===== config.mk =====
export PLATFORM = sky130hd
export DESIGN_NAME = bus_wait_gen
export DESIGN_NICKNAME = d
export VERILOG_FILES = /design/src/rtl/bwg_pkg.sv /design/src/rtl/bwg_cfg_regs.sv /design/src/rtl/bwg_seq.sv /design/src/rtl/bus_wait_gen.sv
export SDC_FILE = /design/constraint.sdc
export NUM_CORES = 1
export LEC_CHECK = 0
export ABC_AREA = 1
export BUFFER_PORTS_ARGS = -buffer_cell sky130_fd_sc_hd__buf_4
export CORE_AREA = 2 2 85 87
export DETAILED_ROUTE_END_ITERATION = 8
export DIE_AREA = 0 0 87 89
export HOLD_SLACK_MARGIN = 0.02
export PLACE_DENSITY_LB_ADDON = 0.12
export SLEW_MARGIN = 20
export SYNTH_ARGS = -nofsm -noshare
export SYNTH_HDL_FRONTEND = slang
export SYNTH_SLANG_ARGS = --single-unit

===== constraint.sdc =====
create_clock -name clk -period 5.3 [get_ports clk]
set_input_delay 0.265 -clock clk [delete_from_list [all_inputs] [get_ports clk]]
set_output_delay 0.265 -clock clk [all_outputs]
set_load 0.01 [all_outputs]

===== src/rtl/bwg_pkg.sv =====
package bwg_pkg;
  localparam int AREAS  = 7;
  localparam int AREA_W = 3;
  localparam int CODE_W = 3;
  localparam int CNT_W  = 4;
  localparam int BEAT_W = 6;
  localparam int WORD_W = 32;

  localparam logic [1:0] SEL_WAIT  = 2'd0;
  localparam logic [1:0] SEL_IDLE  = 2'd1;
  localparam logic [1:0] SEL_BURST = 2'd2;

  typedef enum logic [1:0] {ST_IDLE, ST_WAIT, ST_GAP} seq_st_t;

  // code -> cycles: 0..3 linear, then steps of three up to 15
  function automatic logic [CNT_W-1:0] dec_cycles(input logic [CODE_W-1:0] c);
    int v;
    v = int'(c);
    if (v < 4) return CNT_W'(v);
    return CNT_W'(3 * v - 6);
  endfunction

  function automatic int wait_lsb(input int a);
    case (a)
      0: return 3;
      1: return 6;
      2: return 9;
      3: return 13;
      4: return 17;
      5: return 23;
      default: return 29;
    endcase
  endfunction

  function automatic bit has_burst(input int a);
    return (a == 0) || (a == 5) || (a == 6);
  endfunction

  function automatic int pitch_lsb(input int a);
    case (a)
      5: return 20;
      6: return 26;
      default: return 0;
    endcase
  endfunction

  function automatic int burst_lsb(input int a);
    case (a)
      5: return 3;
      6: return 6;
      default: return 0;
    endcase
  endfunction

  function automatic logic [BEAT_W-1:0] beats_of(input logic [CODE_W-1:0] c);
    case (c)
      3'd1: return BEAT_W'(4);
      3'd2: return BEAT_W'(8);
      3'd3: return BEAT_W'(16);
      3'd4: return BEAT_W'(32);
      default: return BEAT_W'(1);
    endcase
  endfunction
endpackage


===== src/rtl/bwg_cfg_regs.sv =====
module bwg_cfg_regs
  import bwg_pkg::*;
#(
  parameter int N_AREA = AREAS,
  parameter int CW     = CODE_W,
  parameter int DW     = WORD_W
) (
  input  logic                     clk,
  input  logic                     rst_n,
  input  logic                     cfg_we,
  input  logic [1:0]               cfg_sel,
  input  logic [DW-1:0]            cfg_wdata,
  output logic [N_AREA-1:0][CW-1:0] wait_code,
  output logic [N_AREA-1:0][CW-1:0] pitch_code,
  output logic [N_AREA-1:0][CW-1:0] idle_code,
  output logic [N_AREA-1:0][CW-1:0] burst_code
);
  logic unused_wdata;
  assign unused_wdata = ^cfg_wdata;

  for (genvar a = 0; a < N_AREA; a++) begin : g_area
    localparam int WL = wait_lsb(a);
    localparam int IL = 4 * a;
    logic [CW-1:0] wait_q, idle_q;

    always_ff @(posedge clk) begin
      if (!rst_n) begin
        wait_q <= '0;
        idle_q <= '0;
      end else if (cfg_we) begin
        if (cfg_sel == SEL_WAIT) wait_q <= cfg_wdata[WL +: CW];
        if (cfg_sel == SEL_IDLE) idle_q <= cfg_wdata[IL +: CW];
      end
    end
    assign wait_code[a] = wait_q;
    assign idle_code[a] = idle_q;

    if (has_burst(a)) begin : g_brst
      localparam int PL = pitch_lsb(a);
      localparam int BL = burst_lsb(a);
      logic [CW-1:0] pitch_q, burst_q;
      always_ff @(posedge clk) begin
        if (!rst_n) begin
          pitch_q <= '0;
          burst_q <= '0;
        end else if (cfg_we) begin
          if (cfg_sel == SEL_WAIT)  pitch_q <= cfg_wdata[PL +: CW];
          if (cfg_sel == SEL_BURST) burst_q <= cfg_wdata[BL +: CW];
        end
      end
      assign pitch_code[a] = pitch_q;
      assign burst_code[a] = burst_q;
    end else begin : g_plain
      assign pitch_code[a] = '0;
      assign burst_code[a] = '0;
    end
  end

  AST_CFG_STABLE: assert property (@(posedge clk) disable iff (!rst_n)
    !cfg_we |=> ($stable(wait_code) && $stable(idle_code) && $stable(burst_code)));
endmodule


===== src/rtl/bwg_seq.sv =====
module bwg_seq
  import bwg_pkg::*;
#(
  parameter int N_AREA = AREAS,
  parameter int AW     = AREA_W,
  parameter int CW     = CODE_W,
  parameter int NW     = CNT_W,
  parameter int BW     = BEAT_W
) (
  input  logic                      clk,
  input  logic                      rst_n,
  input  logic                      req_valid,
  input  logic [AW-1:0]             req_area,
  input  logic                      req_burst,
  input  logic [N_AREA-1:0][CW-1:0] wait_code,
  input  logic [N_AREA-1:0][CW-1:0] pitch_code,
  input  logic [N_AREA-1:0][CW-1:0] idle_code,
  input  logic [N_AREA-1:0][CW-1:0] burst_code,
  output logic                      req_ready,
  output logic                      beat_done,
  output logic                      last_beat,
  output logic                      busy
);
  localparam logic [AW-1:0] TOP_AREA = AW'(N_AREA - 1);

  seq_st_t        state;
  logic [NW-1:0]  cnt;
  logic [BW-1:0]  beats_left;
  logic [AW-1:0]  cur_area;
  logic           accept;
  logic [CW-1:0]  in_wait, in_burst, cur_pitch, cur_idle;
  logic [NW-1:0]  idle_cyc;

  always_comb begin
    in_wait   = '0;
    in_burst  = '0;
    cur_pitch = '0;
    cur_idle  = '0;
    if (req_area <= TOP_AREA) begin
      in_wait  = wait_code[req_area];
      in_burst = burst_code[req_area];
    end
    if (cur_area <= TOP_AREA) begin
      cur_pitch = pitch_code[cur_area];
      cur_idle  = idle_code[cur_area];
    end
  end

  assign idle_cyc  = dec_cycles(cur_idle);
  assign req_ready = (state == ST_IDLE);
  assign accept    = req_valid && req_ready;
  assign busy      = (state != ST_IDLE);
  assign beat_done = (state == ST_WAIT) && (cnt == '0);
  assign last_beat = beat_done && (beats_left == BW'(1));

  always_ff @(posedge clk) begin
    if (!rst_n) begin
      state      <= ST_IDLE;
      cnt        <= '0;
      beats_left <= '0;
      cur_area   <= '0;
    end else begin
      case (state)
        ST_IDLE: begin
          if (accept) begin
            cnt        <= dec_cycles(in_wait);
            beats_left <= req_burst ? beats_of(in_burst) : BW'(1);
            cur_area   <= req_area;
            state      <= ST_WAIT;
          end
        end
        ST_WAIT: begin
          if (cnt != '0) begin
            cnt <= cnt - NW'(1);
          end else if (beats_left != BW'(1)) begin
            beats_left <= beats_left - BW'(1);
            cnt        <= dec_cycles(cur_pitch);
          end else if (idle_cyc == '0) begin
            state <= ST_IDLE;
          end else begin
            cnt   <= idle_cyc - NW'(1);
            state <= ST_GAP;
          end
        end
        ST_GAP: begin
          if (cnt == '0) state <= ST_IDLE;
          else           cnt   <= cnt - NW'(1);
        end
        default: state <= ST_IDLE;
      endcase
    end
  end

  AST_ACCEPT_BUSY: assert property (@(posedge clk) disable iff (!rst_n)
    accept |=> busy);
  AST_ZERO_WAIT: assert property (@(posedge clk) disable iff (!rst_n)
    (accept && in_wait == '0) |=> beat_done);
  AST_SINGLE_LAST: assert property (@(posedge clk) disable iff (!rst_n)
    (accept && !req_burst && in_wait == '0) |=> last_beat);
  AST_ZERO_IDLE: assert property (@(posedge clk) disable iff (!rst_n)
    (last_beat && cur_idle == '0) |=> req_ready);
  AST_REQ_HELD: assert property (@(posedge clk) disable iff (!rst_n)
    (req_valid && !req_ready) |=> (req_valid && $stable(req_area) && $stable(req_burst)));
endmodule


===== src/rtl/bus_wait_gen.sv =====
module bus_wait_gen
  import bwg_pkg::*;
#(
  parameter int N_AREA = AREAS,
  parameter int AW     = AREA_W,
  parameter int CW     = CODE_W,
  parameter int DW     = WORD_W
) (
  input  logic          clk,
  input  logic          rst_n,
  input  logic          cfg_we,
  input  logic [1:0]    cfg_sel,
  input  logic [DW-1:0] cfg_wdata,
  input  logic          req_valid,
  output logic          req_ready,
  input  logic [AW-1:0] req_area,
  input  logic          req_burst,
  output logic          beat_done,
  output logic          last_beat,
  output logic          busy
);
  logic [N_AREA-1:0][CW-1:0] wait_code, pitch_code, idle_code, burst_code;

  bwg_cfg_regs #(.N_AREA(N_AREA), .CW(CW), .DW(DW)) u_cfg (
    .clk        (clk),
    .rst_n      (rst_n),
    .cfg_we     (cfg_we),
    .cfg_sel    (cfg_sel),
    .cfg_wdata  (cfg_wdata),
    .wait_code  (wait_code),
    .pitch_code (pitch_code),
    .idle_code  (idle_code),
    .burst_code (burst_code)
  );

  bwg_seq #(.N_AREA(N_AREA), .AW(AW), .CW(CW)) u_seq (
    .clk        (clk),
    .rst_n      (rst_n),
    .req_valid  (req_valid),
    .req_area   (req_area),
    .req_burst  (req_burst),
    .wait_code  (wait_code),
    .pitch_code (pitch_code),
    .idle_code  (idle_code),
    .burst_code (burst_code),
    .req_ready  (req_ready),
    .beat_done  (beat_done),
    .last_beat  (last_beat),
    .busy       (busy)
  );
endmodule


==> results of run 1 <==
## cells by family (layout without fill, tap and decap cells)
family                     after synthesis  in the layout  synth area share [%]
adders and majority gates               19             19                 5.945
and+or+nand+nor                        228            228                 24.09
xor gates and xnor gates                 6              6                 1.314
muxes                                    1              1                0.2503
buffers and inverters                   96            136                 9.480
DFF                                     75             75                 37.55
AOI/OAI and AO/OA                      159            159                 21.37
## how the worst max path moves through the flow
| stage | endpoint | slack (ps) | cells past startpoint |
|---|---|---|---|
| floorplan | u_seq.cnt[2] | 3030 | 20 |
| global placement | u_seq.cnt[2] | 2730 | 19 |
| detailed placement | u_seq.cnt[2] | 2590 | 19 |
| CTS | u_seq.cnt[2] | 2560 | 19 |
| global route | u_seq.cnt[3] | 2290 | 17 |
| finish | u_seq.cnt[2] | 2550 | 19 |
## worst reg2reg max path, delay by kind of cell (launching register included)
family                   cells  cell delay [ps]
AND/OR/NAND/NOR              9              730
adder cells (fa/ha/maj)      2              470
XOR/XNOR                     1              130
buffers and inverters        5              440
AO/OA/AOI/OAI                2              290
flip-flops                   1              590
## through the flow
step / hold WS (ps) / area [µm²] / setup slack, ps / utilization [%]
floorplan: 399.9 / 3999 / 3034 / -
global placement: 446.9 / 4343 / 2731 / 64.64
detailed placement: 452.8 / 4343 / 2592 / 64.64
CTS: 114.3 / 4542 / 2556 / 67.60
global route: 130.1 / 4542 / 2294 / 67.60
finish: 120.3 / 4542 / 2555 / 67.60
## area by class of cell
class / count / area (µm²)
repair buffers: 46 / 345.3
clock buffers: 9 / 123.9
inverters: 74 / 277.8
well taps: 80 / 100.1
clock inverters: 7 / 75.07
fillers: 603 / 2177
flip-flops and latches: 75 / 1501
multi-input cells: 413 / 2118
## power groups by stage
stage	registers, W	logic, W	clock network, W
3_5_place_dp	0.000702	0.000857	0
6_report	0.000691	0.000873	0.000453
3_3_place_gp	0.000699	0.000824	0
2_1_floorplan	0.000680	0.000670	0
5_1_grt	0.000702	0.000990	0.000481
4_1_cts	0.000689	0.000865	0.000458
## sequential cells by signal, summed over array words and instances (netlist names)
name                         flops
u_cfg.g_area.idle_q             21
u_cfg.g_area.wait_q             21
u_cfg.g_area.g_brst.burst_q      9
u_cfg.g_area.g_brst.pitch_q      9
u_seq.beats_left                 6
u_seq.cnt                        4
u_seq.cur_area                   3
u_seq.state                      2
## per-layer routing
| layer | global-route usage (%) | routed length [µm] |
|---|---|---|
| met5 | 0 | 0 |
| met3 | 3.324 | 413 |
| met2 | 42.47 | 4596 |
| met4 | 11.93 | 244 |
| met1 | 38.10 | 4682 |
## synth_stat cells, types with 3 or more instances
cell type / count
inv_2: 9
clkbuf_1: 18
o21ai_0: 84
xor2_1: 4
ha_1: 19
nand3_2: 3
o22ai_1: 3
o21ai_1: 8
nand3_1: 22
a21oi_1: 49
nand2_2: 6
nor2_1: 109
nand2_1: 77
dfxtp_1: 75
inv_1: 64
buf_4: 3
## cell usage in the layout (no fill, tap or decap), drive strengths merged, types with 4 or more instances in the layout
master  Yosys  layout
nand2      85      85
xor2        4       4
a21oi      50      50
clkinv      1       4
inv        73      76
dfxtp      75      75
buf         4      46
nor2      112     112
nand3      25      25
o22ai       4       4
o21ai      94      94
ha         19      19
clkbuf     18       9
==> key figures, run 1 <==
Outcome
  – Outcome: finished clean

Timing
  – Setup violations, final: 0
  – Slew HR: a little under two fifths
  – Fin crit share: around 52%
  – Final hold violation count: 0
  – Tmin final: between 2000 and 3000 ps
  – Worst Tran Pin Value: ~940 ps
  – RSZ-0062 raised after global routing: no
  – Worst clock skew: between 8 and 9 ps
  – Slew Limit Fails: 0
  – Fmax: 364.2 MHz
  – TNS Setup: 0 ps

Worst setup path
  – RR Endpoint: u_seq.cnt[2]
  – CP startpoint kind: register
  – Slowest cell on crit path: dfxtp_1
  – Critical Path RT: 5550 ps
  – R2R Setup Slk: 2550 ps
  – Worst path arrival time: approximately 3000 ps
  – CP max FO: 14
  – Crit path kind: register to register
  – CP delay by family, top: simple AND/OR/NAND/NOR gates
  – Crit-path cells: inv_2 -> nand2_1 -> nand3_1 -> nand2_1 -> nand2_1 -> nand2_1 -> inv_1 -> ha_1 -> inv_1 -> ha_1 -> xnor2_1 -> nand2_2 -> nand3_2 -> o21ai_2 -> inv_2 -> nand2_4 -> inv_2 -> o21ai_1 -> nor2_1
  – Reg2reg start: u_seq.cur_area[0]
  – Crit path buf inv count: 5
  – Setup crit end kind: register
  – Critical Path Start: u_seq.cur_area[0]
  – Worst R2R Path Depth: 19
  – Max stage delay on crit path: 590 ps
  – CP dominant cell by count: nand2_1

Clocking
  – H-tree lvl count: 3
  – Resized cells post-CTS: 0
  – Clk buf depth: 2
  – Clock transition at path regs: around 90 ps
  – Total CTS buffers: 9
  – CTS root buffer: clkbuf_8
  – TritonCTS clock tree: done
  – Worst skew pair latency: between 300 and 400 ps
  – CTS Sinks: between 70 and 80
  – # hold bufs at CTS: 0
  – Setup Fix Bufs, Post-CTS: 0

Pwr
  – Clk pwr share: between 20% and 30%
  – Psw: around 0.00084 W
  – Leak: approximately 2.1 nW
  – Total chip power: ~0.0020 W
  – Logic pwr share: 43.3%
  – Flop pwr share: 34.3%
  – Internal Pwr Total: 0.001172 W
  – Power Dens Cells: ~440 nW/µm²
  – Worst vdd ir: roughly 0.22 mV
  – Sw Ratio: 41.88%

Floorplan
  – Row Count: 30
  – Chip height: 89 µm
  – I/O pin count: 46
  – Die W: between 80 and 90 µm
  – Die Footprint: roughly 7700 µm²
  – Initial core utilization: just under 60%
  – Area of the core: between 6000 and 7000 µm²

Global routing
  – Overall Global Routing Usage: 27.24%
  – Vias in the first global route: ~3,400
  – First-pass GRT wire length: approximately 16,000 µm
  – Gr ovfl total: 0
  – Antenna violations before repair: 0
  – Pin count of the biggest net entering global routing: 73

Route
  – TritonRoute pass-1 iters: 5
  – Initial DRC count: slightly below 300
  – Per-cell routed wire length: approximately 14 µm
  – Final wirelength: roughly 10000 µm
  – Drt drc: 0
  – Via count: roughly 3,800
  – Antenna-violating nets left: 0
  – Post-DR vias/cell: around 5.4

Synth
  – Mapped Nets: approximately 650
  – Synth Flop Type: dfxtp_1
  – Syn Area/Cell: 6.847 µm²
  – Post-synth ARST share: 0%
  – Leading area contributor after synthesis: dfxtp_1
  – Post-synth cell types: 37
  – Yosys warns: 0
  – Gate Count Post-Synth: 584
  – Post-synth EDFFs: 0
  – Mapped Area: ~4000 µm²
  – Post-synthesis sequential area ratio: 37.55%
  – Ranking of synthesized cells by area: dfxtp_1, o21ai_0, nor2_1
  – Synth Register Bits: 75
  – Top-area cell type share of the netlist area: 37.55%

Min path
  – Worst hold start: cfg_wdata[12]
  – Worst Hold Class: input pin to register
  – Worst Hold End: u_cfg.g_area[3].idle_q[0]
  – Hold path depth: 3

Placement
  – DP Wirelength: just over 7000 µm
  – Gp weighted congestion: 0.9673
  – I/O Buffers: 45
  – Dpl cells: 688

Final layout
  – Synthesis-to-layout area growth: 13.58%
  – Nets: a little under 700
  – ANT cells: 0
  – Finished Layout Cells: a little over 700
  – Share of cells above drive strength 1: about 15%

Job
  – Max Cap Violations: 0
No activity file was read; power rests on OpenSTA's default activity.
==> run 2, diff against run 1 <==
--- a/config.mk
+++ b/config.mk
@@ -7,9 +7,9 @@
 export LEC_CHECK = 0
 export ABC_AREA = 1
 export BUFFER_PORTS_ARGS = -buffer_cell sky130_fd_sc_hd__buf_4
-export CORE_AREA = 2 2 85 87
+export CORE_AREA = 2 2 87 89
 export DETAILED_ROUTE_END_ITERATION = 8
-export DIE_AREA = 0 0 87 89
+export DIE_AREA = 0 0 89 91
 export HOLD_SLACK_MARGIN = 0.02
 export PLACE_DENSITY_LB_ADDON = 0.12
 export SLEW_MARGIN = 20
==> constraint.sdc (replaced) <==
create_clock -name clk -period 2.8 [get_ports clk]
set_input_delay 0.14 -clock clk [delete_from_list [all_inputs] [get_ports clk]]
set_output_delay 0.14 -clock clk [all_outputs]
set_load 0.01 [all_outputs]
==> key figures, run 2 (synthesized netlist as in run 1, its figures left out) <==
Pwr
  – Power Dens Cells: 801.6 nW/µm² (+80%)
  – Worst vdd ir: 0.3117 mV (+39%)
  – Internal Pwr Total: 0.002224 W (+90%)
  – Sw Ratio: 40.97% (-0.91 points)
  – Flop pwr share: 34.3% (about the same)
  – Leak: 2.146 nW (+2.5%)
  – Logic pwr share: 44.0% (+0.7 points)
  – Clk pwr share: 21.7% (-0.7 points)
  – Psw: 0.001544 W (+83%)

Clocking
  – Resized cells post-CTS: 0 (unchanged)
  – Total CTS buffers: 9 (unchanged)
  – TritonCTS clock tree: done
  – CTS root buffer: clkbuf_8
  – Clk buf depth: 2 (unchanged)
  – CTS Sinks: 75 (unchanged)
  – H-tree lvl count: 3 (unchanged)
  – Clock transition at path regs: 80 ps (about the same)
  – Worst skew pair latency: 350 ps (about the same)

Worst setup path
  – Setup crit end kind: register
  – Crit path kind: register to register
  – Crit-path cells: inv_2 -> nand3_1 -> nand2_1 -> nand2_2 -> nand2_4 -> ha_1 -> inv_1 -> ha_1 -> xnor2_1 -> nand2_2 -> nand3_2 -> o21ai_2 -> inv_2 -> nand2_4 -> nor2_1 -> nand2_1 -> a21oi_1
  – Worst path depth: 17 (-2)
  – Reg2reg start: u_seq.cur_area[1]
  – RR Endpoint: u_seq.cnt[3]
  – Worst R2R Path Depth: 17 (-2)
  – R2R Setup Slk: 290 ps (-2270 ps)
  – Crit path buf inv count: 3 (-2)
  – Worst path arrival time: 2790 ps (-210 ps)
  – Critical Path Start: u_seq.cur_area[1]
  – CP max FO: 11 (-3)
  – CP startpoint kind: register
  – Slowest cell on crit path: dfxtp_1
  – Max stage delay on crit path: 550 ps (-40 ps)
  – Critical Path RT: 3070 ps (-2480 ps)
  – CP endpoint: u_seq.cnt[3]
  – CP delay by family, top: simple AND/OR/NAND/NOR gates

Floorplan
  – Die Footprint: 8099 µm² (+4.6%)
  – Die W: 89 µm (+2.3%)
  – Chip height: 91 µm (+2.2%)
  – Initial core utilization: 56.03% (-3.5 points)
  – Area of the core: 7137 µm² (+6.2%)
  – Row Count: 31 (+3.3%)
  – I/O pin count: 46 (unchanged)

Timing
  – TNS Setup: 0 ps (unchanged)
  – Fin crit share: 89.80% (+38 points)
  – WHS: 27.05 ps (-93.22 ps)
  – Setup violations, final: 0 (unchanged)
  – RSZ-0062 raised after global routing: no
  – Slew HR: 40.82% (+3.8 points)
  – Worst Tran Pin Value: 886.7 ps (-52.91 ps)
  – Final hold violation count: 0 (unchanged)
  – Fmax: 397.7 MHz (+9.2%)
  – Slew Limit Fails: 0 (unchanged)
  – Tmin final: 2514 ps (-231.1 ps)
  – Worst clock skew: 9.124 ps (+0.4515 ps)

Final layout
  – Synthesis-to-layout area growth: 17.55%
  – Fill cells: 706 (+17%)
  – Biggest regs: u_cfg.g_area.idle_q (21), u_cfg.g_area.wait_q (21)
  – Nets: 695 (+2.2%)
  – Share of cells above drive strength 1: 14.73% (about the same)
  – Most common cell after layout, fill and taps aside: nor2_1
  – Most frequent cells in the layout: nor2_1, o21ai_0, nand2_1, dfxtp_1, inv_1
  – ANT cells: 0 (unchanged)

Global routing
  – First-pass GRT wire length: 16,610 µm (+0.80%)
  – Gr ovfl total: 0 (unchanged)
  – Overall Global Routing Usage: 25.74% (-1.5 points)
  – Pin count of the biggest net entering global routing: 73 (unchanged)
  – Vias in the first global route: 3,587 (+4.5%)
  – Antenna violations before repair: 0 (unchanged)

Placement
  – Gp weighted congestion: 0.9095 (-6.0%)
  – I/O Buffers: 45 (unchanged)
  – DP Wirelength: 7110 µm (+0.84%)

Route
  – Initial DRC count: 148 (-50%)
  – Via count: 3,794 (-0.52%)
  – Post-DR vias/cell: 5.148 (-5.0%)
  – Drt drc: 0 (unchanged)
  – TritonRoute pass-1 iters: 5 (unchanged)
  – Per-cell routed wire length: 13.20 µm (-6.5%)
  – Final wirelength: 9730 µm (-2.1%)
  – Antenna-violating nets left: 0 (unchanged)

Min path
  – Worst Hold Class: input pin to register

Outcome
  – Outcome: finished clean

Job
  – Max Cap Violations: 0 (unchanged)
## run 2: per-stage QoR
stage               setup WS (ps)  power (W)  instance area, µm²  util [%]  cells
global placement            427.3   0.002924                4389     61.50    710
CTS                         301.0   0.003784                4701     65.87    737
detailed placement          332.1   0.002956                4389     61.50    710
finish                      285.6   0.003768                4701     65.87    737
floorplan                   533.7   0.002555                3999         -    584
global route                97.24   0.004089                4701     65.87    737
## run 2: power by group through the flow
| stage | combinational, W | clock, W | sequential (W) |
|---|---|---|---|
| CTS | 0.00166 | 0.000828 | 0.00129 |
| finish | 0.00166 | 0.000817 | 0.00129 |
| global placement | 0.00161 | 0 | 0.00131 |
| floorplan | 0.00127 | 0 | 0.00129 |
| detailed placement | 0.00164 | 0 | 0.00131 |
| global route | 0.00190 | 0.000878 | 0.00131 |
## run 2: worst min path at each step
stage,endpoint,start,cells past startpoint
after floorplan,u_cfg.g_area[0].idle_q[0],cfg_wdata[0],2
after global placement,u_cfg.g_area[6].wait_q[0],cfg_wdata[29],3
after detailed placement,u_cfg.g_area[3].idle_q[0],cfg_wdata[12],3
after CTS,u_cfg.g_area[3].wait_q[0],cfg_wdata[13],3
after global routing,u_cfg.g_area[5].idle_q[0],cfg_wdata[20],3
final,u_cfg.g_area[5].g_brst.pitch_q[2],cfg_wdata[22],3
## run 2: timing repair
item / CTS / global route
hold buffers: 12 / 0
hold endpoints to repair: 12 / 0
setup buffers: 0 / 0
## run 2: layout make-up
type                    count  area, µm²  share of cell area [%]
multi-input cells         413       2118                   45.06
flip-flops and latches     75       1501                   31.94
repair buffers             61      488.0                   10.38
inverters                  74      277.8                   5.909
clock buffers               9      123.9                   2.635
well taps                  99      123.9                   2.635
clock inverters             6      67.56                   1.437
## run 2: worst reg2reg max path, cell delays in order, from the launching register on
cell and delay [ps]:
dfxtp_1 550, inv_2 160, nand3_1 130, nand2_1 70, nand2_2 70, nand2_4 80
ha_1 290, inv_1 50, ha_1 200, xnor2_1 180, nand2_2 90, nand3_2 90
o21ai_2 70, inv_2 70, nand2_4 60, nor2_1 110, nand2_1 70, a21oi_1 110
## run 2: per-layer routing
layer  GRT usage [%]  vias to the layer above  part of all wire [%]
met2           40.17                      103                    46
met1           36.25                     1679                    47
met3           2.909                       17                   5.0
met5               0                        -                     0
met4           9.701                        0                   2.2
li1                -                     1995                     -
==> run 3, diff against run 2 <==
--- a/config.mk
+++ b/config.mk
@@ -7,11 +7,12 @@
 export LEC_CHECK = 0
 export ABC_AREA = 1
 export BUFFER_PORTS_ARGS = -buffer_cell sky130_fd_sc_hd__buf_4
-export CORE_AREA = 2 2 87 89
+export CORE_AREA = 2 2 99 77
 export DETAILED_ROUTE_END_ITERATION = 8
-export DIE_AREA = 0 0 89 91
+export DIE_AREA = 0 0 101 79
 export HOLD_SLACK_MARGIN = 0.02
 export PLACE_DENSITY_LB_ADDON = 0.12
+export REMOVE_ABC_BUFFERS = 1
 export SLEW_MARGIN = 20
 export SYNTH_ARGS = -nofsm -noshare
 export SYNTH_HDL_FRONTEND = slang
==> key figures, run 3 (synthesized netlist as in run 1, its figures left out) <==
Floorplan
  – Area of the core: 7094 µm² (-0.60%)
  – Die Footprint: 7979 µm² (-1.5%)
  – I/O pin count: 46 (unchanged)
  – Chip height: 79 µm (-13%)
  – Row Count: 27 (-13%)
  – Initial core utilization: 56.37% (+0.34 points)
  – Die W: 101 µm (+13%)

Final layout
  – Synthesis-to-layout area growth: 17.55% (unchanged)
  – Most common cell after layout, fill and taps aside: nor2_1
  – Storage cell area: 1501 µm² (unchanged)
  – Most frequent cells in the layout: nor2_1, o21ai_0, nand2_1, dfxtp_1, inv_1
  – Fill cells: 676 (-4.2%)
  – Biggest regs: u_cfg.g_area.idle_q (21), u_cfg.g_area.wait_q (21)
  – Multi-input gate area: 2118 µm² (unchanged)
  – ANT cells: 0 (unchanged)
  – Finished Cell Area: 4701 µm² (unchanged)
  – Nets: 697 (+0.29%)
  – Share of cells above drive strength 1: 14.35% (-0.38 points)

Route
  – Antenna-violating nets left: 0 (unchanged)
  – Final wirelength: 9857 µm (+1.3%)
  – Via count: 3,872 (+2.1%)
  – Drt drc: 0 (unchanged)
  – Initial DRC count: 227 (+53%)
  – Post-DR vias/cell: 5.319 (+3.3%)
  – Per-cell routed wire length: 13.54 µm (+2.6%)
  – TritonRoute pass-1 iters: 4 (-1)

Timing
  – RSZ-0062 raised after global routing: no
  – Final hold violation count: 0 (unchanged)
  – Worst Tran Pin Value: 888.6 ps (+1.885 ps)
  – Slew HR: 40.70% (-0.13 points)
  – Setup violations, final: 0 (unchanged)
  – Fmax: 391.7 MHz (-1.5%)
  – Worst clock skew: 8.292 ps (-0.8322 ps)
  – TNS Setup: 0 ps (unchanged)
  – Slew Limit Fails: 0 (unchanged)
  – Tmin final: 2553 ps (+38.37 ps)
  – Fin crit share: 91.17% (+1.4 points)

Placement
  – DP Wirelength: 6990 µm (-1.7%)
  – Post-DP Area: 4374 µm² (-0.34%)
  – I/O Buffers: 45 (unchanged)
  – Gp weighted congestion: 0.8891 (-2.2%)

Pwr
  – Leak: 2.154 nW (+0.36%)
  – Clk pwr share: 21.4% (-0.3 points)
  – Internal Pwr Total: 0.002234 W (+0.43%)
  – Sw Ratio: 41.00% (about the same)
  – Psw: 0.001553 W (+0.57%)
  – Logic pwr share: 44.3% (+0.3 points)
  – Power Dens Cells: 805.5 nW/µm² (+0.49%)
  – Worst vdd ir: 0.4249 mV (+36%)
  – Flop pwr share: 34.4% (about the same)

Worst setup path
  – CP max FO: 11 (unchanged)
  – Slowest cell on crit path: dfxtp_1
  – CP dominant cell by count: nand2_1
  – Crit path kind: register to register
  – Max stage delay on crit path: 560 ps (about the same)
  – Setup crit end kind: register
  – Crit-path cells: inv_2 -> nand3_1 -> nand2_1 -> nand2_2 -> nand2_4 -> ha_1 -> inv_1 -> ha_1 -> a21oi_1 -> nand3_1 -> nand3_1 -> nand2_1 -> nand2_1 -> nand2_1 -> a21oi_1
  – CP startpoint kind: register
  – Worst path arrival time: 2830 ps (+40 ps)
  – Critical Path RT: 3080 ps (about the same)

Clocking
  – Total CTS buffers: 9 (unchanged)
  – CTS Sinks: 75 (unchanged)
  – H-tree lvl count: 3 (unchanged)
  – Clock transition at path regs: 80 ps (about the same)
  – Worst skew pair latency: 350 ps (about the same)
  – Resized cells post-CTS: 0 (unchanged)
  – CTS root buffer: clkbuf_8
  – Clk buf depth: 2 (unchanged)
  – TritonCTS clock tree: done

Min path
  – Worst Hold Class: input pin to register

Global routing
  – Antenna violations before repair: 0 (unchanged)
  – Gr ovfl total: 0 (unchanged)
  – Vias in the first global route: 3,729 (+4.0%)
  – Overall Global Routing Usage: 26.66% (+0.92 points)
  – First-pass GRT wire length: 16,910 µm (+1.8%)
  – Pin count of the biggest net entering global routing: 73 (unchanged)

Outcome
  – Outcome: finished clean

Job
  – Max Cap Violations: 0 (unchanged)
==> run 3: power groups by stage <==
stage	sequential, W	combinational (W)	clock, W
after floorplan	0.00130	0.00122	0
after global placement	0.00132	0.00158	0
after detailed placement	0.00132	0.00162	0
after CTS	0.00130	0.00165	0.000819
after global routing	0.00132	0.00192	0.000870
final	0.00130	0.00168	0.000809
==> run 3: critical path: cells and delay by family (launching register included) <==
kind,cells,cell delay [ps]
AO/OA/AOI/OAI,2,380
adder cells (fa/ha/maj),2,590
buffers and inverters,2,210
flip-flops,1,560
AND/OR/NAND/NOR,9,750
==> run 3: final cells by class <==
| class | instances | area share, % |
|---|---|---|
| multi-input cells | 413 | 45.06 |
| repair buffers | 63 | 10.81 |
| flip-flops and latches | 75 | 31.94 |
| clock inverters | 4 | 1.091 |
| inverters | 74 | 5.909 |
| clock buffers | 12 | 2.875 |
| well taps | 87 | 2.316 |
==> run 3: final timing paths <==
kind | start | end | slack, ps | cells after the start
max | u_seq.cur_area[1] | u_seq.cnt[3] | 250 | 15
max reg2reg | u_seq.cur_area[1] | u_seq.cnt[3] | 250 | 15
min reg2reg | u_cfg.g_area[0].idle_q[2] | u_cfg.g_area[0].idle_q[2] | 460 | 2
min | cfg_wdata[24] | u_cfg.g_area[6].idle_q[0] | 30 | 3
==> run 3: layer usage <==
layer  up-vias  GRT usage, %  share of wire [%]
li1       1999             -                  -
met5         -             0                  0
met3         6         6.514                5.2
met4         0         5.946               0.61
met2        98         43.53                 45
met1      1769         35.86                 49
==> run 3: timing repair <==
action | CTS | global route
endpoints found under the hold margin | 14 | 0
setup buffers | 0 | 0
hold buffers | 14 | 0
setup endpoints to repair | 0 | 0
==> run 3: metrics by stage <==
step                      cells  util (%)  setup WS (ps)  power, W  hold slack [ps]
after detailed placement    698     61.66          295.7  0.002946            369.8
after global routing        728     66.26          45.74  0.004101            38.94
after floorplan             562         -          410.0  0.002521            274.9
after global placement      698     61.66          419.0  0.002898            360.9
after CTS                   728     66.26          289.0  0.003770            20.06
final                       728     66.26          247.3  0.003786            30.79
